File: config.mk
export PLATFORM = sky130hd
export DESIGN_NAME = pci_irq_summary
export DESIGN_NICKNAME = d
export VERILOG_FILES = /design/src/rtl/pci_irq_pkg.sv /design/src/rtl/pis_mask_bank.sv /design/src/rtl/pis_lowest.sv /design/src/rtl/pis_read_port.sv /design/src/rtl/pci_irq_summary.sv
export SDC_FILE = /design/constraint.sdc
export NUM_CORES = 1
export LEC_CHECK = 0
export CORE_MARGIN = 4
export CORE_UTILIZATION = 50
export DETAILED_ROUTE_END_ITERATION = 6
export GPL_ROUTABILITY_DRIVEN = 0
export PLACE_DENSITY_LB_ADDON = 0.3
export SYNTH_ARGS = -nofsm -noshare
export SYNTH_HDL_FRONTEND = slang
export SYNTH_HIERARCHICAL = 1
export SYNTH_SLANG_ARGS = --single-unit
File: constraint.sdc
create_clock -name clk -period 3.4 [get_ports clk]
set_input_delay 0.51 -clock clk [delete_from_list [all_inputs] [get_ports clk]]
set_output_delay 0.51 -clock clk [all_outputs]
set_load 0.05 [all_outputs]
File: src/rtl/pci_irq_pkg.sv
package pci_irq_pkg;
    typedef enum logic [1:0] {
        ACC_NONE  = 2'd0,
        ACC_READ  = 2'd1,
        ACC_WRITE = 2'd2
    } acc_kind_t;
endpackage

File: src/rtl/pis_mask_bank.sv
module pis_mask_bank #(
    parameter int LINES  = 19,
    parameter int BYTE_W = 8,
    parameter int SEL_W  = 2
) (
    input  logic              clk,
    input  logic              rst_n,
    input  logic              wr_en,
    input  logic [SEL_W-1:0]  sel,
    input  logic [BYTE_W-1:0] wdata,
    output logic [LINES-1:0]  mask
);
    for (genvar i = 0; i < LINES; i++) begin : g_bit
        localparam int BYTE_IDX = i / BYTE_W;
        localparam int BIT_IDX  = i % BYTE_W;
        always_ff @(posedge clk) begin
            if (!rst_n) begin
                mask[i] <= 1'b1;
            end else if (wr_en && (sel == SEL_W'(BYTE_IDX))) begin
                mask[i] <= wdata[BIT_IDX];
            end
        end
    end
endmodule

File: src/rtl/pis_lowest.sv
module pis_lowest #(
    parameter int LINES = 19,
    parameter int IDX_W = 5
) (
    input  logic [LINES-1:0] pend,
    output logic [IDX_W-1:0] idx,
    output logic             valid
);
    always_comb begin
        idx   = '0;
        valid = |pend;
        for (int i = LINES - 1; i >= 0; i--) begin
            if (pend[i]) begin
                idx = IDX_W'(i);
            end
        end
    end
endmodule

File: src/rtl/pis_read_port.sv
module pis_read_port #(
    parameter int LINES    = 19,
    parameter int BYTE_W   = 8,
    parameter int NUM_REGS = 3,
    parameter int SEL_W    = 2
) (
    input  logic              clk,
    input  logic              rst_n,
    input  logic              rd_en,
    input  logic              hit,
    input  logic [SEL_W-1:0]  sel,
    input  logic [LINES-1:0]  req,
    output logic [BYTE_W-1:0] rdata
);
    localparam int TOTAL = NUM_REGS * BYTE_W;

    logic [TOTAL-1:0]  padded;
    logic [BYTE_W-1:0] picked;

    assign padded = {{(TOTAL - LINES){1'b0}}, req};
    assign picked = hit ? padded[int'(sel) * BYTE_W +: BYTE_W] : {BYTE_W{1'b1}};

    always_ff @(posedge clk) begin
        if (!rst_n) begin
            rdata <= '0;
        end else if (rd_en) begin
            rdata <= picked;
        end
    end
endmodule

File: src/rtl/pci_irq_summary.sv
module pci_irq_summary #(
    parameter int              LINES     = 19,
    parameter int              BYTE_W    = 8,
    parameter int              ADDR_W    = 12,
    parameter logic [ADDR_W-1:0] BASE_ADDR = 12'h804
) (
    input  logic                     clk,
    input  logic                     rst_n,
    input  logic [ADDR_W-1:0]        bus_addr,
    input  logic                     bus_wr,
    input  logic                     bus_rd,
    input  logic [BYTE_W-1:0]        bus_wdata,
    output logic [BYTE_W-1:0]        bus_rdata,
    input  logic [LINES-1:0]         irq_req,
    output logic                     cpu_irq,
    output logic [$clog2(LINES)-1:0] pend_idx,
    output logic                     pend_valid
);
    import pci_irq_pkg::*;

    localparam int NUM_REGS = (LINES + BYTE_W - 1) / BYTE_W;
    localparam int SEL_W    = (NUM_REGS > 1) ? $clog2(NUM_REGS) : 1;
    localparam int IDX_W    = $clog2(LINES);

    logic [ADDR_W-1:0] offset;
    logic              hit;
    logic [SEL_W-1:0]  sel;
    acc_kind_t         acc;
    logic              wr_en;
    logic              rd_en;
    logic [LINES-1:0]  mask_q;
    logic [LINES-1:0]  pend;
    logic [IDX_W-1:0]  low_idx;
    logic              low_valid;

    assign offset = bus_addr - BASE_ADDR;
    assign hit    = (bus_addr >= BASE_ADDR) && (offset < ADDR_W'(NUM_REGS));
    assign sel    = offset[SEL_W-1:0];

    always_comb begin
        if (bus_wr)      acc = ACC_WRITE;
        else if (bus_rd) acc = ACC_READ;
        else             acc = ACC_NONE;
    end

    always_comb begin
        wr_en = 1'b0;
        rd_en = 1'b0;
        unique case (acc)
            ACC_NONE:  ;
            ACC_READ:  rd_en = 1'b1;
            ACC_WRITE: wr_en = hit;
            default:   ;
        endcase
    end

    pis_mask_bank #(.LINES(LINES), .BYTE_W(BYTE_W), .SEL_W(SEL_W)) u_mask (
        .clk   (clk),
        .rst_n (rst_n),
        .wr_en (wr_en),
        .sel   (sel),
        .wdata (bus_wdata),
        .mask  (mask_q)
    );

    pis_read_port #(.LINES(LINES), .BYTE_W(BYTE_W), .NUM_REGS(NUM_REGS), .SEL_W(SEL_W)) u_rd (
        .clk   (clk),
        .rst_n (rst_n),
        .rd_en (rd_en),
        .hit   (hit),
        .sel   (sel),
        .req   (irq_req),
        .rdata (bus_rdata)
    );

    assign pend = irq_req & ~mask_q;

    pis_lowest #(.LINES(LINES), .IDX_W(IDX_W)) u_low (
        .pend  (pend),
        .idx   (low_idx),
        .valid (low_valid)
    );

    always_ff @(posedge clk) begin
        if (!rst_n) begin
            cpu_irq    <= 1'b0;
            pend_valid <= 1'b0;
            pend_idx   <= '0;
        end else begin
            cpu_irq    <= |pend;
            pend_valid <= low_valid;
            pend_idx   <= low_idx;
        end
    end
endmodule

Word-level counts from Yosys, hierarchy flattened. Cells that the tools add are included.

Word-level logic and storage cells: 71. Bits of input ports: 43. Bits in latches: 0. Flip-flop bits (word level): 33. Bits in read-only memories: 0. Memories: 0. RAM bits: 0.

Reduce and logical (&&, ||, !) cells: 11. Bitwise operators: 3. Equal/unequal tests: 4. $mul: 0. Shifts and indexed selects: 1. Div/mod/pow operators: 0. Multiplexer cells: 23. $lt $le $gt $ge: 2. $add $sub $neg: 1.

Operators by type and width (count): $mux 4 (8); $shiftx 24x6->8 (1); $and 19x19->19 (1); $not 19->19 (1); $reduce_or 19->1 (1); $reduce_or 17->1 (1); $mux 5 (3); $ge 12x12->1 const B (1); $lt 12x2->1 const B (1); $mux 3 (4); $sub 12x12->12 const B (1); $reduce_or 9->1 (1); $mux 8 (1); $mux 2 (3); $reduce_or 5->1 (1); $eq 2x1->1 const B (2); $eq 2x2->1 const B (2); $logic_and 1x1->1 (4); $mux 1 (4); $reduce_or 3->1 (1); $logic_not 2->1 (1); $reduce_or 2->1 (1); $not 1->1 (1).

Depth between registers and ports, before layout.
Word-level depth: 20. Mapped depth: 6. Depth with buffers taken out: 6.

Hierarchy. The synthesis kept the hierarchy.

Modules (own cells, without submodules): pis_mask_bank (area an instance 809.5 µm², cells each 72, seq. area each 380.4 µm², times used 1); pis_read_port (area an instance 449.2 µm², cells each 41, seq. area each 160.2 µm², times used 1); pci_irq_summary (area an instance 401.6 µm², cells each 44, seq. area each 140.1 µm², times used 1); pis_lowest (area an instance 216.5 µm², cells each 38, seq. area each 0.0 µm², times used 1).

Worst setup path before layout. Ideal clock, no wire load.

Path kind: input port to flip-flop. Start point: input port irq_req[8]. End point: register pend_valid. Data arrival time: 2.077 ns. Path buffers: 0. Setup slack: 1.208 ns. Cell stages on the path: 5. Data required time: 3.285 ns. Path through: nor2b_1 -> or4_4 -> or3_1 -> or4_1 -> and2_1.

Word-level cells in the longest chain between the ends: 2.

RTL lines: from (decl) (line pci_irq_summary.sv:14) `input logic [LINES-1:0] irq_req,`; $and 19x19->19 (line pci_irq_summary.sv:76) `assign pend = irq_req & ~mask_q;`; $reduce_or 19->1 (line pis_lowest.sv:11) `valid = |pend;`; net low_valid (line pci_irq_summary.sv:34) `logic low_valid;`; to (signal assigned) (line pci_irq_summary.sv:91) `pend_valid <= low_valid;`; to (decl) (line pci_irq_summary.sv:17) `output logic pend_valid`.

The timed path passes the listed nets, and every way through them passes these cells. A chain may end at the register's enable or synchronous reset.

Worst setup path after layout.
Start point: input port irq_req[7]. End point: register pend_valid.

Word-level cells in the longest chain between the ends: 2.

RTL lines: $and 19x19->19 (line pci_irq_summary.sv:76); net pend[7] (line pci_irq_summary.sv:32) `logic [LINES-1:0] pend;`; $reduce_or 19->1 (line pis_lowest.sv:11); net low_valid (line pci_irq_summary.sv:34).

The timed path passes the listed nets, and every way through them passes these cells.

==> flow_summary.toml <==
[sta]
min_period_over_period_pct = 74.0
setup_viol = 0
holdWs_ns = 0.481
hold_viol = 0
maxSlewHeadroom_pct = 60.2
period_needed_ns = 2.52
clock_skew_ns = 0.00360
slew_viol_final = 0
tns_ns = 0
fmax_mhz = 397
fin_ws_ns = 0.883
tightest_slew_ns = 0.595
rsz0062_at_grt = "false"

[worst_setup_path]
startpoint_type = "input pin"
cp_slowest_cell = "nor4_1"
rr_startpoint = "u_mask/mask[7]$_SDFFE_PN1P_"
cp_max_fo = 5
critPathKind = "input pin to flop"
slowest_delay_ns = 0.50
crit_path_start = "irq_req[7]"
path_cells = "clkdlybuf4s50_1 > nor2b_1 > nor4_1 > nand3_1 > or3_1 > or4_1 > and2_1"
endpoint_kind = "flop"
cp.required_ns = 3.58
crit_arrival_ns = 2.70

[clocking]
cts_resized = 0
holdBufCountCts = 0
path_clk_slew_ns = 0.07
cts_root_buffer = "clkbuf_8"
cts_setup_buffers = 0
clk_path_buf_depth = 2
h-tree-depth = 2
clock_latency_ns = 0.28
cts_tree = "built"
cts.sinks = 34
cts_buffers = 5

[synth]
syn_avg_cell_area_um2 = 9.62
synth_common_cells = "47 x nor2b_1, 34 x dfxtp_1, 27 x mux2i_1"
yosysWarnings = 6
syn-num-nets = 238
synth_cell_types = 36
yosysSeqAreaShare_pct = 36.3
async_reset_ff_share_pct = 0
syn_inst = 195
synthMostInstantiatedCell = "nor2b_1"
synth_flop_cell = "dfxtp_1"
netlist_area_um2 = 1880
yosysTopAreaCell = "dfxtp_1"
ys_ff_latch = 34
synth_edf_count = 0
yosysTopAreaCellShare_pct = 36.3
yosys-top-cells-area = "dfxtp_1 36%, nor2b_1 16%, mux2i_1 14%, o211a_1 4.3%, buf_6 3.6%"

[power_and_ir_drop]
pwr-share-clk_pct = 36.1
irDropWorstVdd_mv = 0.286
power.total_uw = 846
p_sw_share_pct = 24.1
p_sw_uw = 204
seqPwrFrac_pct = 48.2
combPwrFrac_pct = 15.7
leakagePower_uw = 0.00102
p_per_area_nw_per_um2 = 333
p_int_uw = 643

[global_route]
grt_max_degree = 33
globalRouteTotalUtil_pct = 20.2
antenna_found_initial = 0
first_global_vias = 1719
grt-ovfl-total = 0
grt_pass1_wl_um = 7890

[floorplan]
start_util_pct = 54.1
ios = 58
core-area_um2 = 3470
dieArea_um2 = 4800
die_width_um = 69.3
die_y_um = 69.3
row_count = 21

[placed_design]
dp_slack_ns = 0.634
dp_cells = 293
dpl.hpwl_um = 3660
port_buffers = 57

[route]
drc = 0
dr_total_vias = 1707
wl_per_cell_um = 15.9
drt-total-wl_um = 4790
via_per_inst = 5.67
first_pass_iters = 4
ant_nets = 0
dr.first_iter.drc_count = 125

[final_layout]
nNetsFinal = 297
instances_no_fill = 301
areaGrowthSynthToFinish_pct = 35.5
layout-drive-gt1-share_pct = 7.45
diodes = 0

[hold_path]
hp-class = "flop to flop"
min-delay-start = "u_rd/rdata[2]$_SDFFE_PN0P_"

[run_status]
status = "finished clean"

[job]
maxCapViolations = 0
layout by cell type (no fill, tap or decap), types with 5 or more instances in the layout:
cell type         n
o211a_1           8
clkdlybuf4s50_1  57
nand3b_1          5
nor2b_1          47
o21ai_0           7
and2_1            8
dfxtp_1          34
nor2_1            9
nor4_1            7
clkbuf_8          6
mux2i_1          27
state kept, by name (all words and copies together), names as in the netlist:
signal and count:
u_mask/mask 19, u_rd/rdata 8, pend_idx 5, cpu_irq 1
pend_valid 1
layer usage:
metal / wire length [um] / GRT usage [%] / up-vias
met3: 271 / 5.36 / 17
li1: - / - / 827
met4: 80 / 6.29 / 0
met1: 2090 / 24.2 / 801
met5: 0 / 0 / -
met2: 2350 / 34.9 / 62
worst max-delay path, delay by kind of cell:
family | cells | cell delay [ns]
buffers and inverters | 1 | 0.41
and+or+nand+nor | 6 | 1.77
logic make-up (layout without fill, tap and decap cells):
| group | after synthesis | after routing | synth area share, % |
|---|---|---|---|
| buffers and inverters | 13 | 73 | 5.27 |
| and+or+nand+nor | 92 | 92 | 30.5 |
| DFF | 34 | 34 | 36.3 |
| AOI/OAI and AO/OA | 29 | 29 | 13.6 |
| muxes | 27 | 27 | 14.4 |
power by group through the flow:
stage / registers [uW] / clock network [uW] / logic, uW
after floorplan: 439 / 0 / 38.0
after CTS: 408 / 308 / 133
after global routing: 408 / 332 / 140
after global placement: 417 / 0 / 132
after detailed placement: 417 / 0 / 133
final: 408 / 306 / 133
stage by stage:
step | util, % | instance area [um^2]
after floorplan | - | 1880
after global placement | 70.7 | 2450
after detailed placement | 70.7 | 2450
after CTS | 73.3 | 2540
after global routing | 73.3 | 2540
final | 73.3 | 2540
path summary, 6_finish.rpt:
path	end	slack, ns	cells after the start
worst min-delay path	u_rd/rdata[2]$_SDFFE_PN0P_	0.48	1
worst min register to register	u_rd/rdata[2]$_SDFFE_PN0P_	0.48	1
worst max-delay path	pend_valid$_SDFF_PN0_	0.88	7
worst max register to register	pend_valid$_SDFF_PN0_	1.28	6
layout make-up:
| type | instances | area (um^2) |
|---|---|---|
| fill | 267 | 926 |
| sequential | 34 | 681 |
| clock inverter | 1 | 5.00 |
| clock buffer | 7 | 86.3 |
| tap | 46 | 57.6 |
| multi-input combinational | 148 | 1100 |
| timing repair buffer | 61 | 601 |
| inverter | 4 | 15.0 |
(Power assumes the default switching activity.)
